## src/rtl/dsc_pkg.sv

```systemverilog
package dsc_pkg;
  typedef enum logic [1:0] {
    ST_IDLE  = 2'd0,
    ST_INTEG = 2'd1,
    ST_DEINT = 2'd2
  } dsc_state_e;
endpackage

```

## src/rtl/dsc_sync.sv

```systemverilog
module dsc_sync #(
  parameter int STAGES = 2
) (
  input  logic clk_i,
  input  logic rst_ni,
  input  logic d_i,
  output logic q_o
);
  logic [STAGES-1:0] sr_q;

  always_ff @(posedge clk_i or negedge rst_ni) begin
    if (!rst_ni) sr_q <= '0;
    else         sr_q <= {sr_q[STAGES-2:0], d_i};
  end

  assign q_o = sr_q[STAGES-1];
endmodule

```

## src/rtl/dsc_counter.sv

```systemverilog
module dsc_counter #(
  parameter int W = 9
) (
  input  logic         clk_i,
  input  logic         rst_ni,
  input  logic         clr_i,
  input  logic         en_i,
  output logic [W-1:0] cnt_o
);
  always_ff @(posedge clk_i or negedge rst_ni) begin
    if (!rst_ni)   cnt_o <= '0;
    else if (clr_i) cnt_o <= '0;
    else if (en_i)  cnt_o <= cnt_o + 1'b1;
  end
endmodule

```

## src/rtl/dsc_fsm.sv

```systemverilog
module dsc_fsm
  import dsc_pkg::*;
#(
  parameter int RES_W       = 8,
  parameter int SYNC_STAGES = 2,
  localparam int CW         = RES_W + 1
) (
  input  logic             clk_i,
  input  logic             rst_ni,
  input  logic             start_i,
  input  logic             zero_i,
  input  logic [CW-1:0]    cnt_i,
  output dsc_state_e       state_o,
  output logic             cnt_clr_o,
  output logic             cnt_en_o,
  output logic [RES_W-1:0] result_o,
  output logic             done_o,
  output logic             ovr_o
);
  // last count at which a delayed crossing is still in range
  localparam int unsigned  TMO_I  = (2**RES_W) - 1 + SYNC_STAGES;
  localparam logic [CW-1:0] TMO   = CW'(TMO_I);
  localparam logic [CW-1:0] SYNC_C = CW'(SYNC_STAGES);

  dsc_state_e       state_q, state_d;
  logic             fin_ok, fin_ovr;
  logic [CW-1:0]    comp_cnt;

  assign comp_cnt = (cnt_i > SYNC_C) ? (cnt_i - SYNC_C) : '0;

  always_comb begin
    state_d   = state_q;
    cnt_clr_o = 1'b0;
    cnt_en_o  = 1'b0;
    fin_ok    = 1'b0;
    fin_ovr   = 1'b0;
    unique case (state_q)
      ST_IDLE: begin
        cnt_clr_o = 1'b1;
        if (start_i) state_d = ST_INTEG;
      end
      ST_INTEG: begin
        if (&cnt_i[RES_W-1:0]) begin
          cnt_clr_o = 1'b1;
          state_d   = ST_DEINT;
        end else begin
          cnt_en_o = 1'b1;
        end
      end
      ST_DEINT: begin
        cnt_en_o = 1'b1;
        if (zero_i) begin
          fin_ok  = 1'b1;
          state_d = ST_IDLE;
        end else if (cnt_i == TMO) begin
          fin_ovr = 1'b1;
          state_d = ST_IDLE;
        end
      end
      default: state_d = ST_IDLE;
    endcase
  end

  always_ff @(posedge clk_i or negedge rst_ni) begin
    if (!rst_ni) begin
      state_q  <= ST_IDLE;
      result_o <= '0;
      done_o   <= 1'b0;
      ovr_o    <= 1'b0;
    end else begin
      state_q <= state_d;
      done_o  <= fin_ok | fin_ovr;
      if (fin_ok) begin
        result_o <= comp_cnt[RES_W-1:0];
        ovr_o    <= 1'b0;
      end else if (fin_ovr) begin
        result_o <= '1;
        ovr_o    <= 1'b1;
      end
    end
  end

  assign state_o = state_q;
endmodule

```

## src/rtl/dual_slope_ctrl.sv

```systemverilog
module dual_slope_ctrl
  import dsc_pkg::*;
#(
  parameter int RES_W       = 8,
  parameter int SYNC_STAGES = 2
) (
  input  logic             clk_i,
  input  logic             rst_ni,
  input  logic             start_i,
  input  logic             cmp_i,
  output logic             sel_in_o,
  output logic             sel_ref_o,
  output logic             dump_o,
  output logic             busy_o,
  output logic             done_o,
  output logic             ovr_o,
  output logic [RES_W-1:0] result_o
);
  localparam int CW = RES_W + 1;

  logic          cmp_s;
  logic          cnt_clr, cnt_en;
  logic [CW-1:0] cnt;
  dsc_state_e    state;

  dsc_sync #(.STAGES(SYNC_STAGES)) u_sync (
    .clk_i (clk_i),
    .rst_ni(rst_ni),
    .d_i   (cmp_i),
    .q_o   (cmp_s)
  );

  dsc_counter #(.W(CW)) u_cnt (
    .clk_i (clk_i),
    .rst_ni(rst_ni),
    .clr_i (cnt_clr),
    .en_i  (cnt_en),
    .cnt_o (cnt)
  );

  dsc_fsm #(.RES_W(RES_W), .SYNC_STAGES(SYNC_STAGES)) u_fsm (
    .clk_i    (clk_i),
    .rst_ni   (rst_ni),
    .start_i  (start_i),
    .zero_i   (~cmp_s),
    .cnt_i    (cnt),
    .state_o  (state),
    .cnt_clr_o(cnt_clr),
    .cnt_en_o (cnt_en),
    .result_o (result_o),
    .done_o   (done_o),
    .ovr_o    (ovr_o)
  );

  assign sel_in_o  = (state == ST_INTEG);
  assign sel_ref_o = (state == ST_DEINT);
  assign dump_o    = (state == ST_IDLE);
  assign busy_o    = (state != ST_IDLE);
endmodule

```

## config.mk

```make
export PLATFORM = sky130hd
export DESIGN_NAME = dual_slope_ctrl
export DESIGN_NICKNAME = d
export VERILOG_FILES = /design/src/rtl/dsc_pkg.sv /design/src/rtl/dsc_sync.sv /design/src/rtl/dsc_counter.sv /design/src/rtl/dsc_fsm.sv /design/src/rtl/dual_slope_ctrl.sv
export SDC_FILE = /design/constraint.sdc
export NUM_CORES = 1
export LEC_CHECK = 0
export BUFFER_PORTS_ARGS = -buffer_cell sky130_fd_sc_hd__buf_4
export CAP_MARGIN = 5
export CORE_MARGIN = 10
export CORE_UTILIZATION = 50
export DETAILED_ROUTE_END_ITERATION = 10
export PLACE_DENSITY = 0.7
export SYNTH_ARGS = -nofsm -noshare
export SYNTH_HDL_FRONTEND = slang
export SYNTH_SLANG_ARGS = --single-unit
```

## constraint.sdc

```tcl
create_clock -name clk_i -period 5.7 [get_ports clk_i]
set_clock_uncertainty 0.05 [all_clocks]
set_input_delay 0.285 -clock clk_i [delete_from_list [all_inputs] [get_ports clk_i]]
set_output_delay 0.285 -clock clk_i [all_outputs]
set_load 0.03 [all_outputs]
```

==> metrics.yaml <==
status: "finished, final reports clean"
syn2layout_area_growth_pct: 13.7
hp-class: "in2reg"
start_util_pct: 51.9
wire_per_inst_um: 14.5
antenna_found_initial: 0
worst_pin_slew_ns: 0.562
dp_hpwl_mm: 1.90
setup_violations: 0
final_nets: 156
die_area_um2: 4970
port_buffers: 17
rsz0062_at_grt: "no"
die_w_um: 70.5
grt_pass1_vias: 894
via_per_inst: 5.58
fmax_ghz: 0.460
cp-start-kind: "flop"
clock_latency_ns: 0.32
crit_required_ns: 5.90
overflow: 0
whs_ns: 0.122
criticalPathCategory: "reg2reg"
dr.pass1.iters: 4
ys.flop_type: "dfrtp_1"
p_per_area_nw_per_um2: 171
num_antenna_cells: 0
final-hold-violation-count: 0
cp_slowest_cell: "or3_1"
critPathMaxStageDelay_ns: 0.55
grt_usage_pct: 10.3
cts.clk_slew.worst_paths_ns: 0.13
period_minus_slack_ns: 2.18
ant_nets: 0
tritoncts: "built"
cts.sinks: 23
worstPathCellList: "nor4_4 -> or4b_1 -> or3_1 -> o211ai_2"
die_y_um: 70.5
drc: 0
final_cell_mix: "24 x nand2_1, 23 x dfrtp_1, 17 x buf_4"
synth.ff_latch_count: 23
synth_top_area_share_pct: 45.2
critPathArrivalTime_ns: 2.38
synthCells: 129
yosysSeqAreaShare_pct: 45.2
place_congestion: 0.840
finalSetupTns_ns: 0
cts_max_path_buffers: 2
slew_violations: 0
cts_root_buf: "clkbuf_4"
ys_types: 35
drive_gt1_share_pct: 23.3
vias: 982
peakVddDrop_mv: 0.133
core_area_um2: 2450
drv_cap: 0
fp-row-count: 18
final_common_cell: "nand2_1"
synth_top_cell_by_area: "dfrtp_1"
synth_warnings: 0
routed_wl_mm: 2.55
numCtsBuffers: 3
grt_pass1_wl_mm: 4.34
endpoint_kind: "flop"
cts_htree_levels: 1
slew-limit-headroom_pct: 62.5
synth_area_um2: 1270
synth.area.top_cells: "dfrtp_1 45%, o211ai_2 7.9%, nand2_1 7.1%"
crit_fanout: 10
grt_max_degree: 24
ios: 18
synthArstFlopShare_pct: 100
synth-edff-count: 0
leakage_nw: 0.712
drtIter0Drc: 15
synth_area_per_cell_um2: 9.87
fin_crit_sh_pct: 38.2
synth_nets: 138
[worst max-delay path: cells and delay by family (launching register included)]
| family | cells | cell delay (ns) |
|---|---|---|
| and+or+nand+nor | 3 | 1.40 |
| AOI/OAI and AO/OA | 1 | 0.14 |
| DFF | 1 | 0.52 |
[cells by family after synthesis]
family / count (synthesis) / share of synthesized area (%)
simple gates: 58 / 23.0
compound gates: 24 / 16.8
flops: 23 / 45.2
buf+inv: 11 / 4.52
xor+xnor: 7 / 4.81
fa+ha+maj: 6 / 5.70
[layer usage]
metal	part of all wire [%]	track usage (%)	wire length, um
met1	45	13.0	1160
met2	49	16.0	1250
met3	3.7	2.26	95
met4	1.8	5.26	46
met5	0	0	0
[worst paths after layout]
check,start,to,slack (ns),cells past startpoint
max in group asynchronous,rst_ni,u_cnt.cnt_o[4]$_DFFE_PN0P_,5.05,2
max reg2reg,u_cnt.cnt_o[4]$_DFFE_PN0P_,u_fsm.result_o[1]$_DFFE_PN0P_,3.52,4
max,u_cnt.cnt_o[4]$_DFFE_PN0P_,u_fsm.result_o[1]$_DFFE_PN0P_,3.52,4
min reg2reg,u_sync.sr_q[0]$_DFF_PN0_,u_sync.sr_q[1]$_DFF_PN0_,0.32,0
min in group asynchronous,rst_ni,u_fsm.result_o[6]$_DFFE_PN0P_,0.33,2
min,start_i,u_fsm.state_o[0]$_DFFE_PN0P_,0.12,3
[where the power goes]
group | total [mW] | switching [mW] | internal, mW
Sequential | 0.164 | 0.000327 | 0.164
Clock | 0.0770 | 0.0507 | 0.0263
Combinational | 0.00567 | 0.00336 | 0.00231
Total | 0.247 | 0.0544 | 0.192
[what timing repair did]
item,in CTS,in global routing
hold endpoints to repair,23,1
hold buffers,1,1
resized for setup,0,0
buffers inserted,0,0
[synth_stat cells, types with 2 or more instances]
cell and number:
buf_6 2, and3_1 2, a31oi_1 3, nand3_1 4, dfrtp_1 23, o211ai_2 8
a41oi_1 2, inv_1 5, ha_1 5, nand2b_1 2, nand2_1 24, nor3_1 4
a21oi_1 6, nor2_1 9, xor2_1 4, o21ai_0 2, nand4_1 3, clkbuf_1 2
xnor2_1 3
[final cells by class]
type | count | area [um^2]
multi-input cells | 95 | 641
well taps | 30 | 37.5
clock inverters | 1 | 5.00
inverters | 5 | 18.8
repair buffers | 19 | 148
clock buffers | 3 | 22.5
fillers | 222 | 1010
flip-flops and latches | 23 | 576
[flip-flops by register name (all words and copies together) (netlist names)]
signal,flops
u_cnt.cnt_o,9
u_fsm.state_o,2
u_fsm.result_o,8
u_sync.sr_q,2
u_fsm.done_o,1
u_fsm.ovr_o,1
[metrics by stage]
stage	worst slack [ns]	area [um^2]	std cells	power (mW)	utilization [%]
detailed placement	3.54	1400	170	0.172	57.0
finish	3.52	1450	176	0.247	59.0
global route	3.41	1450	176	0.255	59.0
CTS	3.50	1440	175	0.249	58.6
global placement	3.62	1400	170	0.172	57.0
floorplan	3.82	1270	129	0.167	-
Power figures use the tool's default switching activity.
